==> config.mk <==
export PLATFORM = sky130hd
export DESIGN_NAME = shift_rotate_unit
export DESIGN_NICKNAME = d
export VERILOG_FILES = /design/src/rtl/sru_pkg.sv /design/src/rtl/sru_fill_select.sv /design/src/rtl/sru_stage_net.sv /design/src/rtl/sru_result_fix.sv /design/src/rtl/shift_rotate_unit.sv
export SDC_FILE = /design/constraint.sdc
export NUM_CORES = 1
export LEC_CHECK = 0
export BUFFER_PORTS_ARGS = -buffer_cell sky130_fd_sc_hd__buf_2
export CAP_MARGIN = 20
export CORE_ASPECT_RATIO = 2
export CORE_MARGIN = 4
export CORE_UTILIZATION = 40
export CTS_BUF_LIST = sky130_fd_sc_hd__clkbuf_4 sky130_fd_sc_hd__clkbuf_8 sky130_fd_sc_hd__clkbuf_16
export DETAILED_ROUTE_END_ITERATION = 8
export PLACE_DENSITY_LB_ADDON = 0.1
export SETUP_SLACK_MARGIN = 0.4
export SYNTH_ARGS = -nofsm -noshare
export SYNTH_HDL_FRONTEND = slang
export SYNTH_SLANG_ARGS = --single-unit
export TNS_END_PERCENT = 20
==> constraint.sdc <==
create_clock -name clk -period 2.2 [get_ports clk]
set_input_delay 0 -clock clk [delete_from_list [all_inputs] [get_ports clk]]
set_output_delay 0 -clock clk [all_outputs]
set_load 0.1 [all_outputs]
==> src/rtl/sru_pkg.sv <==
package sru_pkg;
  typedef enum logic [2:0] {
    OP_SHL  = 3'd0,
    OP_SHR  = 3'd1,
    OP_SAR  = 3'd2,
    OP_ROL  = 3'd3,
    OP_ROR  = 3'd4,
    OP_FSHL = 3'd5,
    OP_FSHR = 3'd6,
    OP_PASS = 3'd7
  } sru_op_e;

  function automatic logic is_left(input sru_op_e op);
    return (op == OP_SHL) || (op == OP_ROL) || (op == OP_FSHL);
  endfunction
endpackage

==> src/rtl/sru_fill_select.sv <==
// Builds the extended right-shift input {fill, operand, carry_in}.
// Left-hand operations are mirrored so one right-shift network serves all.
module sru_fill_select
  import sru_pkg::*;
#(
  parameter int W = 32,
  localparam int EW = 2 * W + 1
) (
  input  sru_op_e        op,
  input  logic [W-1:0]   a,
  input  logic [W-1:0]   b,
  input  logic           cin,
  output logic           left,
  output logic [EW-1:0]  ext
);
  logic [W-1:0] a_rev, b_rev, lo, hi;

  generate
    for (genvar i = 0; i < W; i++) begin : g_rev
      assign a_rev[i] = a[W-1-i];
      assign b_rev[i] = b[W-1-i];
    end
  endgenerate

  assign left = is_left(op);
  assign lo   = left ? a_rev : a;

  always_comb begin
    unique case (op)
      OP_SAR:  hi = {W{a[W-1]}};
      OP_ROL:  hi = a_rev;
      OP_ROR:  hi = a;
      OP_FSHL: hi = b_rev;
      OP_FSHR: hi = b;
      default: hi = '0;
    endcase
  end

  assign ext = {hi, lo, cin};
endmodule

==> src/rtl/sru_stage_net.sv <==
// Cascade of constant right shifts; stage k moves the vector by 2**k
// when count bit k is set.
module sru_stage_net #(
  parameter int W  = 32,
  parameter int CW = 5,
  localparam int EW = 2 * W + 1
) (
  input  logic [EW-1:0] ext,
  input  logic [CW-1:0] cnt,
  output logic [W:0]    low
);
  logic [EW-1:0] stage [CW+1];
  logic          unused_hi_bits;

  assign stage[0] = ext;

  generate
    for (genvar k = 0; k < CW; k++) begin : g_stage
      localparam int SH = 1 << k;
      assign stage[k+1] = cnt[k] ? {{SH{1'b0}}, stage[k][EW-1:SH]} : stage[k];
    end
  endgenerate

  assign low            = stage[CW][W:0];
  assign unused_hi_bits = ^stage[CW][EW-1:W+1];
endmodule

==> src/rtl/sru_result_fix.sv <==
// Un-mirrors left-hand results and applies the clamp overrides.
module sru_result_fix #(
  parameter int W = 32
) (
  input  logic [W:0]   low,
  input  logic         left,
  input  logic         clamp_zero,
  input  logic         clamp_sign,
  input  logic         sign,
  output logic [W-1:0] res,
  output logic         carry
);
  logic [W-1:0] body, body_rev;

  assign body = low[W:1];

  generate
    for (genvar i = 0; i < W; i++) begin : g_unrev
      assign body_rev[i] = body[W-1-i];
    end
  endgenerate

  always_comb begin
    if (clamp_zero) begin
      res   = '0;
      carry = 1'b0;
    end else if (clamp_sign) begin
      res   = {W{sign}};
      carry = sign;
    end else begin
      res   = left ? body_rev : body;
      carry = low[0];
    end
  end
endmodule

==> src/rtl/shift_rotate_unit.sv <==
module shift_rotate_unit
  import sru_pkg::*;
#(
  parameter int W        = 32,
  parameter int CNT_IN_W = 8,
  localparam int CW = $clog2(W),
  localparam int EW = 2 * W + 1
) (
  input  logic                clk,
  input  logic                rst,
  input  logic [2:0]          op_i,
  input  logic                sat_mode_i,
  input  logic [W-1:0]        a_i,
  input  logic [W-1:0]        b_i,
  input  logic [CNT_IN_W-1:0] cnt_i,
  input  logic                carry_i,
  output logic [W-1:0]        res_o,
  output logic                carry_o
);
  sru_op_e       op;
  logic          left, big, clamp_zero, clamp_sign;
  logic [CW-1:0] eff_cnt;
  logic [EW-1:0] ext;
  logic [W:0]    low;
  logic [W-1:0]  res_d;
  logic          carry_d;

  assign op = sru_op_e'(op_i);

  generate
    if (CNT_IN_W > CW) begin : g_big
      assign big = |cnt_i[CNT_IN_W-1:CW];
    end else begin : g_nobig
      assign big = 1'b0;
    end
  endgenerate

  assign eff_cnt    = (op == OP_PASS) ? '0 : cnt_i[CW-1:0];
  assign clamp_zero = sat_mode_i && big && ((op == OP_SHL) || (op == OP_SHR));
  assign clamp_sign = sat_mode_i && big && (op == OP_SAR);

  sru_fill_select #(.W(W)) u_fill (
    .op   (op),
    .a    (a_i),
    .b    (b_i),
    .cin  (carry_i),
    .left (left),
    .ext  (ext)
  );

  sru_stage_net #(.W(W), .CW(CW)) u_net (
    .ext (ext),
    .cnt (eff_cnt),
    .low (low)
  );

  sru_result_fix #(.W(W)) u_fix (
    .low        (low),
    .left       (left),
    .clamp_zero (clamp_zero),
    .clamp_sign (clamp_sign),
    .sign       (a_i[W-1]),
    .res        (res_d),
    .carry      (carry_d)
  );

  always_ff @(posedge clk) begin
    if (rst) begin
      res_o   <= '0;
      carry_o <= 1'b0;
    end else begin
      res_o   <= res_d;
      carry_o <= carry_d;
    end
  end
endmodule

== Word level (Yosys, flattened, before mapping) ==
Cells that the tools add are included.
Storage, ports and cells
  register bits: 33
  latch bits: 0
  memory bits (writable): 0
  bits in read-only memories: 0
  output and inout port bits: 33
  word-level logic and storage cells: 29
  memories kept: 0
Cells by class
  $add $sub $neg: 0
  multiply operators: 0
  div/mod/pow operators: 0
  $lt $le $gt $ge: 0
  equal/unequal tests: 7
  shifts and indexed selects: 0
  mux-type cells: 11
  bitwise operators: 0
  reduce and logical (&&, ||, !) cells: 9
Operator list (number)
  $pmux W31 S5: 1
  $mux W32: 3
  $mux W63: 1
  $mux W61: 1
  $mux W57: 1
  $mux W49: 1
  $mux W33: 1
  $eq A3 B3 Y1 const B: 4
  $eq A3 B2 Y1 const B: 2
  $mux W5: 1
  $eq A3 B1 Y1 const B: 1
  $logic_and A1 B1 Y1: 3
  $logic_not A3 Y1: 1
  $logic_or A1 B1 Y1: 3
  $reduce_or A3 Y1: 1
  $reduce_or A2 Y1: 1
  $mux W1: 1

== Logic depth before layout (Yosys ltp) ==
Gate-level depths: netlist (run 1).
  word-level depth: 11
  mapped depth: 14

== Modules after synthesis ==
From an unflattened synthesis (run 1), not the netlist that was laid out.
Unflattened totals
  cells, all modules: 734
  area total of the unflattened synthesis: 6732.7 um2
By module, submodules not included
  sru_stage_net: times used 1, cells an instance 358, area an instance 3308.2 um2
  sru_fill_select: times used 1, cells an instance 214, area an instance 1701.6 um2
  shift_rotate_unit: times used 1, cells an instance 79, area an instance 964.7 um2
  sru_result_fix: times used 1, cells an instance 83, area an instance 758.2 um2

== Least setup slack after synthesis (run 1) ==
No wires, ideal clock.
  path type: in2reg
  start: input op_i[0]
  end: register res_o[8]
  library setup time: 0.124 ns
  arrival time: 2.266 ns
  required time: 2.076 ns
  path slack: -0.190 ns
  stages on the path: 11
  path buffers: 3
  cells stage by stage: buf_6 > buf_6 > nand3b_1 > o21ai_1 > buf_2 > mux2i_1 > mux2i_1 > mux2_2 > a211oi_2 > nor2_1 > a2111o_1
On the way
  word-level cells in the longest chain between the ends: 11
  elaborated cells between the ends (all ways): 24
  classes of those cells: eq/ne (7); mux (10); reduce/logical (7)
Ends and longest elaborated chain
  start, declared: RTL line shift_rotate_unit.sv:11  | input logic [2:0] op_i,
  $eq A3 B2 Y1 or $logic_not A3 Y1 (tied branches): RTL line sru_pkg.sv:14, sru_fill_select.sv:29, shift_rotate_unit.sv:39
  $logic_or A1 B1 Y1 (2 in series): RTL line sru_pkg.sv:14  | return (op == OP_SHL) || (op == OP_ROL) || (op == OP_FSHL);
  $mux W32: RTL line sru_fill_select.sv:26  | assign lo = left ? a_rev : a;
  $mux W63: RTL line sru_stage_net.sv:20  | assign stage[k+1] = cnt[k] ? {{SH{1'b0}}, stage[k][EW-1:SH]} : stage[k];
  $mux W61: RTL line sru_stage_net.sv:20
  $mux W57: RTL line sru_stage_net.sv:20
  $mux W49: RTL line sru_stage_net.sv:20
  $mux W33: RTL line sru_stage_net.sv:20
  $mux W32: RTL line sru_result_fix.sv:31  | res = left ? body_rev : body;
  $mux W32: RTL line sru_result_fix.sv:27  | end else if (clamp_sign) begin
  end signal, assigned: RTL line shift_rotate_unit.sv:72  | res_o <= res_d;
  end, declared: RTL line shift_rotate_unit.sv:17  | output logic [W-1:0] res_o,
Several ways; a longest one is shown, not always the timed one.
A chain may end at the register's enable or synchronous reset.

== Final worst setup path (run 1) ==
  start: input op_i[1]
  end: register res_o[23]
The elaborated chain is that of the path after synthesis.

==> out/results.tsv, run 1 <==
stage	metric	value	unit
drt	Detailed Route Iter0 Violations	859	
floorplanning	die area	20100	µm²
finish	design area	12300	µm²
finish	# nets final	1540	
critical_path	Worst Path Required	2370	ps
sta	relative slew slack	61.5	%
floorplanning	Die Height	197	µm
flow_run	Max Cap Viol	0	
pwr	Power Dens Cells	493	nW/µm²
clock_network	H-tree depth	2	
drt	DRC	0	
clock_network	Root Buffer	clkbuf_16	
pwr	Max VDD drop	0.000360	V
drt	antenna-violating nets left	0	
drt	DR vias	11200	
floorplanning	io pins	112	
status	status	finished, violations left	
sta	unrepaired setup endpoints after global routing	true	
clock_network	Longest Clk Path Bufs	2	
global_routing	vias in the first global route	11200	
synthesis	Syn Area/Cell	7.08	µm²
place	routability congestion estimate	1.09	
finish	Layout area overhead	72.9	%
pwr	leakage power	5.53	nW
synthesis	FF+latch count, synth	33	
synthesis	Ys Warns	0	
sta	Final Critical Period	2510	ps
critical_path	CP Capture Type	register	
synthesis	EDFF count, synth	0	
synthesis	fraction of the yosys area taken by sequential cells	9.28	%
floorplanning	Horiz. Die Dim	102	µm
global_routing	largest net degree at the start of global routing	21	
clock_network	CTS Buf Count	5	
sta	Fin Setup TNS	-4660	ps
global_routing	total grt overflow	0	
place	Cell Area, Placed	10600	µm²
drt	final WL	46.0	mm
global_routing	GR Util met2	75.7	%
sta	Final Hold Fails	0	
finish	Diodes inserted	0	
critical_path	CP max FO	11	
drt	vias per cell	6.68	
clock_network	Sinks on Clock Net	33	
global_routing	met1 Usage GRT	41.9	%
sta	period utilization	114	%
clock_network	CTS tree	yes	
drt	Pre-Repair DR Iteration Count	5	
place	hpwl dp	36.3	mm
synthesis	share of flip-flops with an asynchronous set or reset	0	%
sta	final setup fails	33	
synthesis	Mapped Cells	1005	
global_routing	GRT Util Overall	44.8	%
global_routing	most used routing layer	met2	
sta	fin worst setup slack	-315	ps
place	Buffers on Ports	111	
synthesis	mapped cell area	7120	µm²
floorplanning	CORE AREA	17400	µm²
synthesis	Mapped Nets	1084	
floorplanning	Starting Density	41.0	%
clock_network	Hold-fix buffers, CTS	0	
sta	slew at the pin closest to its max-slew limit	578	ps
global_routing	met3 Use GR	11.1	%
global_routing	first-pass GRT wire length	67.3	mm
global_routing	initial antenna violation count	0	
floorplanning	FP Rows	68	
min_path	hold path depth	4	
sta	Max Fclk	398	MHz
sta	Final Max Slew Viols	0	
synthesis	Main synth FF type	dfxtp_1	
clock_network	Clock transition at path regs	50	ps
pwr	Power, Total	0.00607	W
critical_path	CP Data Arrival Time	2680	ps
drt	Wirelength per Cell	27.5	µm
synthesis	post-synth cell types	86	
finish	layout cells sized above 1	52.9	%
min_path	Hold WC Path Type	in2reg	
status	failing checks	negative setup slack	
critical_path	Crit Path Category	in2reg	
critical_path	Startpoint Class	primary input	
finish	Fillers	1462	
## power by group
part | switching [W] | total (W) | internal (W)
Clock | 0.000248 | 0.000825 | 0.000577
Combinational | 0.00272 | 0.00454 | 0.00182
Sequential | 0.0000183 | 0.000704 | 0.000686
Total | 0.00298 | 0.00607 | 0.00309
## cells in the mapped netlist, types with 8 or more instances
master,instances,share of area (%)
and2_1,8,0.70
and3_1,11,0.97
o21ai_0,55,3.9
mux2i_1,84,12
nor2_1,73,3.9
o22ai_1,32,2.8
a31oi_1,14,1.2
a221oi_1,15,1.8
a21o_1,12,1.3
o2bb2ai_1,8,0.98
o221ai_1,20,2.5
nand3b_1,9,0.95
buf_4,12,1.3
o211ai_1,29,3.1
a211o_1,14,1.7
a22oi_1,18,1.9
nor3_1,25,1.8
nand3_1,46,3.2
a221o_1,8,1.1
dfxtp_1,33,9.3
nand2b_1,8,0.70
nor2b_1,14,1.2
or3_1,8,0.70
nand2_1,99,5.2
and3b_1,10,1.2
buf_2,25,1.8
a211oi_1,18,1.9
clkbuf_1,52,2.7
o2111ai_1,8,0.98
buf_1,8,0.42
a21oi_1,55,3.9
mux2_2,31,4.9
## worst paths after layout
check / start / end / slack, ps
max: op_i[1] / res_o[23] / -310
min: rst / carry_o / 40
## final cells by class
type	count	area (µm²)	share of cell area, %
clock buffers	7	146	1.19
repair buffers	550	4250	34.5
multi-input cells	863	6930	56.3
clock inverters	1	30.0	0.244
inverters	8	30.0	0.244
well taps	210	263	2.14
flip-flops and latches	33	661	5.37
## per-stage QoR
stage | std cells | util [%] | worst slack, ps | hold slack, ps
final | 1672 | 70.9 | -315 | 44.2
after detailed placement | 1626 | 61.3 | -985 | 342
after CTS | 1657 | 66.9 | -187 | 44.7
after global placement | 1626 | 61.3 | -969 | 323
after global routing | 1672 | 70.9 | -358 | 84.1
after floorplan | 1005 | - | -107 | 188
## per-layer routing
layer | share of wire (%) | wire length (µm)
met5 | 0 | 0
met4 | 13 | 6100
met3 | 7.3 | 3360
met2 | 49 | 22400
met1 | 31 | 14200
## cells by family after synthesis
group	synth area share [%]
AOI/OAI and AO/OA	40.8
and+or+nand+nor	23.8
muxes	17.8
buffers and inverters	7.56
DFF	9.28
xor gates and xnor gates	0.739
## sequential cells by signal, summed over array words and instances, names as in the netlist
| register | count |
|---|---|
| res_o | 32 |
| carry_o | 1 |
## cells in the final DEF (no fill, tap or decap), types with 12 or more instances in the layout
master / Yosys / final
dfxtp_1: 33 / 33
a21o_1: 12 / 12
buf_6: 6 / 21
o22ai_1: 32 / 29
nand2_1: 99 / 93
o211ai_1: 29 / 29
mux2i_1: 84 / 56
mux2_2: 31 / 29
a21oi_1: 55 / 46
o21ai_0: 55 / 28
buf_12: 0 / 17
mux2i_2: 0 / 20
o21ai_1: 7 / 20
nor2_1: 73 / 64
nor3_1: 25 / 20
buf_2: 25 / 108
buf_4: 12 / 395
nand3_1: 46 / 39
a211o_1: 14 / 13
## worst max-delay path, stage by stage
cell and delay, ps:
buf_12 110, buf_12 140, buf_12 140, nor2b_4 160, a221oi_1 460, a21o_1 260, a22oi_1 130, nand2_2 140
o21ai_2 180, a221o_1 410, o2bb2ai_2 140, a2111o_1 370
## repair_timing
action                                  in CTS  in global routing
gates resized for setup                    132                127
endpoints found under the setup margin      33                 33
pin swaps                                   44                 42
buffers inserted                            19                 15
cloned                                       4                  0
Power figures use the tool's default switching activity.
==> run 2: changes to the inputs <==
- CAP_MARGIN: 20 -> 5
- CTS_BUF_LIST: sky130_fd_sc_hd__clkbuf_4 sky130_fd_sc_hd__clkbuf_8 sky130_fd_sc_hd__clkbuf_16 -> sky130_fd_sc_hd__clkbuf_16
- SYNTH_HIERARCHICAL: not set -> 1
==> run 2 against run 1 <==
Effect of this change: the flow still finishes with violations (negative setup slack); via count decreased by 30%; core utilization fell by 10 points; die area decreased by 5.6%; sequential share of layout area up 1.3 points; clock power decreased by 23%; critical path type unchanged; critical endpoint is now res_o[18]; largest power group unchanged; highest routed layer unchanged.
==> out/results.tsv, run 2 <==
stage	metric	value	unit
finish	Storage cell area	661	µm²
drt	DRC	0	
global_routing	total grt overflow	0	
clock_network	Hold-fix buffers, CTS	0	
sta	Max Fclk	361	MHz
sta	final setup fails	33	
pwr	Power Dens Cells	551	nW/µm²
finish	Diodes inserted	0	
place	Cell Area, Placed	9060	µm²
min_path	Hold WC Path Type	in2reg	
clock_network	Root Buffer	clkbuf_16	
synthesis	Syn Area/Cell	9.20	µm²
sta	Final Max Slew Viols	0	
sta	slew at the pin closest to its max-slew limit	686	ps
drt	DR vias	7803	
place	Buffers on Ports	111	
clock_network	CTS tree	yes	
finish	layout cells sized above 1	57.9	%
finish	commonest cells after routing, fill and taps aside	buf_4, buf_2, mux2i_1, mux2_2, mux2_4	
pwr	leakage power	4.48	nW
floorplanning	die area	19000	µm²
drt	Pre-Repair DR Iteration Count	5	
min_path	hold path depth	2	
sta	period utilization	126	%
clock_network	H-tree depth	2	
synthesis	Mapped Nets	807	
finish	multi-input combinational cell area	5990	µm²
critical_path	Startpoint Class	primary input	
flow_run	Max Cap Viol	0	
status	status	finished, violations left	
finish	design area	9900	µm²
status	failing checks	negative setup slack	
global_routing	vias in the first global route	8229	
sta	relative slew slack	54.2	%
finish	# nets final	1113	
floorplanning	FP Rows	66	
synthesis	mapped cell area	6700	µm²
sta	final hold slack	222	ps
sta	Final Hold Fails	0	
floorplanning	io pins	112	
finish	largest reg by FF count	res_o	
critical_path	CP Data Arrival Time	2910	ps
global_routing	GRT Util Overall	35.1	%
critical_path	CP Capture Type	register	
floorplanning	Die Height	191	µm
finish	Fillers	1436	
synthesis	Ys Warns	6	
sta	fin worst setup slack	-568	ps
critical_path	CP max FO	26	
floorplanning	Horiz. Die Dim	99.5	µm
clock_network	Sinks on Clock Net	33	
critical_path	Worst Path Required	2340	ps
drt	antenna-violating nets left	0	
place	routability congestion estimate	1.07	
place	hpwl dp	28.3	mm
drt	final WL	34.0	mm
finish	Largest register FFs	32	
sta	unrepaired setup endpoints after global routing	true	
clock_network	Longest Clk Path Bufs	2	
drt	vias per cell	6.30	
global_routing	initial antenna violation count	1	
finish	Top Registers	res_o x32, carry_o x1	
floorplanning	CORE AREA	16400	µm²
global_routing	largest net degree at the start of global routing	34	
global_routing	first-pass GRT wire length	49.7	mm
pwr	Max VDD drop	0.000361	V
critical_path	Crit Path Category	in2reg	
drt	Detailed Route Iter0 Violations	461	
finish	Layout area overhead	47.9	%
synthesis	Mapped Cells	728	
sta	Final Critical Period	2770	ps
sta	Fin Setup TNS	-15930	ps
floorplanning	Starting Density	41.0	%
clock_network	Clock transition at path regs	50	ps
finish	fin util	60.6	%
drt	Wirelength per Cell	27.4	µm
finish	most common cell after layout, fill and taps aside	buf_4	
clock_network	CTS Buf Count	5	
[run 2: cell types whose count changed in the layout (fill, tap and decap cells not counted), moves of 26 or more]
cell,before,now
mux2i_1,56,86
o211ai_1,29,2
nand3_1,39,1
mux2_4,3,47
nor2b_1,11,37
buf_4,395,248
nand2_1,93,46
o21ai_0,28,1
nor2_1,64,16
[run 2: routing by layer]
| metal | vias up | share of wire (%) | global-route usage (%) |
|---|---|---|---|
| met5 | - | 0 | 0 |
| met4 | 0 | 11 | 32.5 |
| met3 | 179 | 3.9 | 3.32 |
| met2 | 374 | 54 | 67.5 |
| met1 | 3745 | 31 | 30.7 |
| li1 | 3505 | - | - |
[run 2: repair_timing]
item	CTS	global route
pin swaps	29	10
hold endpoints to repair	0	0
cloned	2	0
setup buffers	11	2
gates resized for setup	72	44
setup endpoints to repair	33	33
[run 2: area by class of cell]
class	instances	area share, %
inverters	2	0.0758
well taps	204	2.58
multi-input cells	611	60.4
flip-flops and latches	33	6.67
repair buffers	381	28.9
clock inverters	2	0.0758
clock buffers	5	1.26
[run 2: worst paths after layout]
kind | start | end | slack, ps
worst max-delay path | op_i[0] | res_o[18] | -570
worst min-delay path | rst | res_o[29] | 220
[run 2: metrics by stage]
step | std cells | power [W] | setup WS [ps]
after floorplan | 728 | 0.00302 | -606
after global placement | 1216 | 0.00440 | -1010
after detailed placement | 1216 | 0.00442 | -1040
after CTS | 1236 | 0.00530 | -539
after global routing | 1238 | 0.00563 | -644
final | 1238 | 0.00546 | -568
[run 2: worst max-delay path, stage by stage]
cell      delay (ps)
buf_12           120
buf_8            160
buf_12           160
buf_4            170
nand2_1           70
a21oi_1           70
or3_4            410
mux2_2           320
o22a_1           200
nor4b_1          150
buf_4            160
or4_4            490
mux2i_1          160
a211oi_1          90
nor2b_1          150
[run 2: power by group]
part           switching (W)  leakage [nW]  total (W)  internal [W]
Clock               0.000231        0.0685   0.000634      0.000403
Sequential         0.0000197         0.273   0.000707      0.000687
Combinational        0.00236          4.14    0.00412       0.00176
Total                0.00261          4.48    0.00546       0.00285
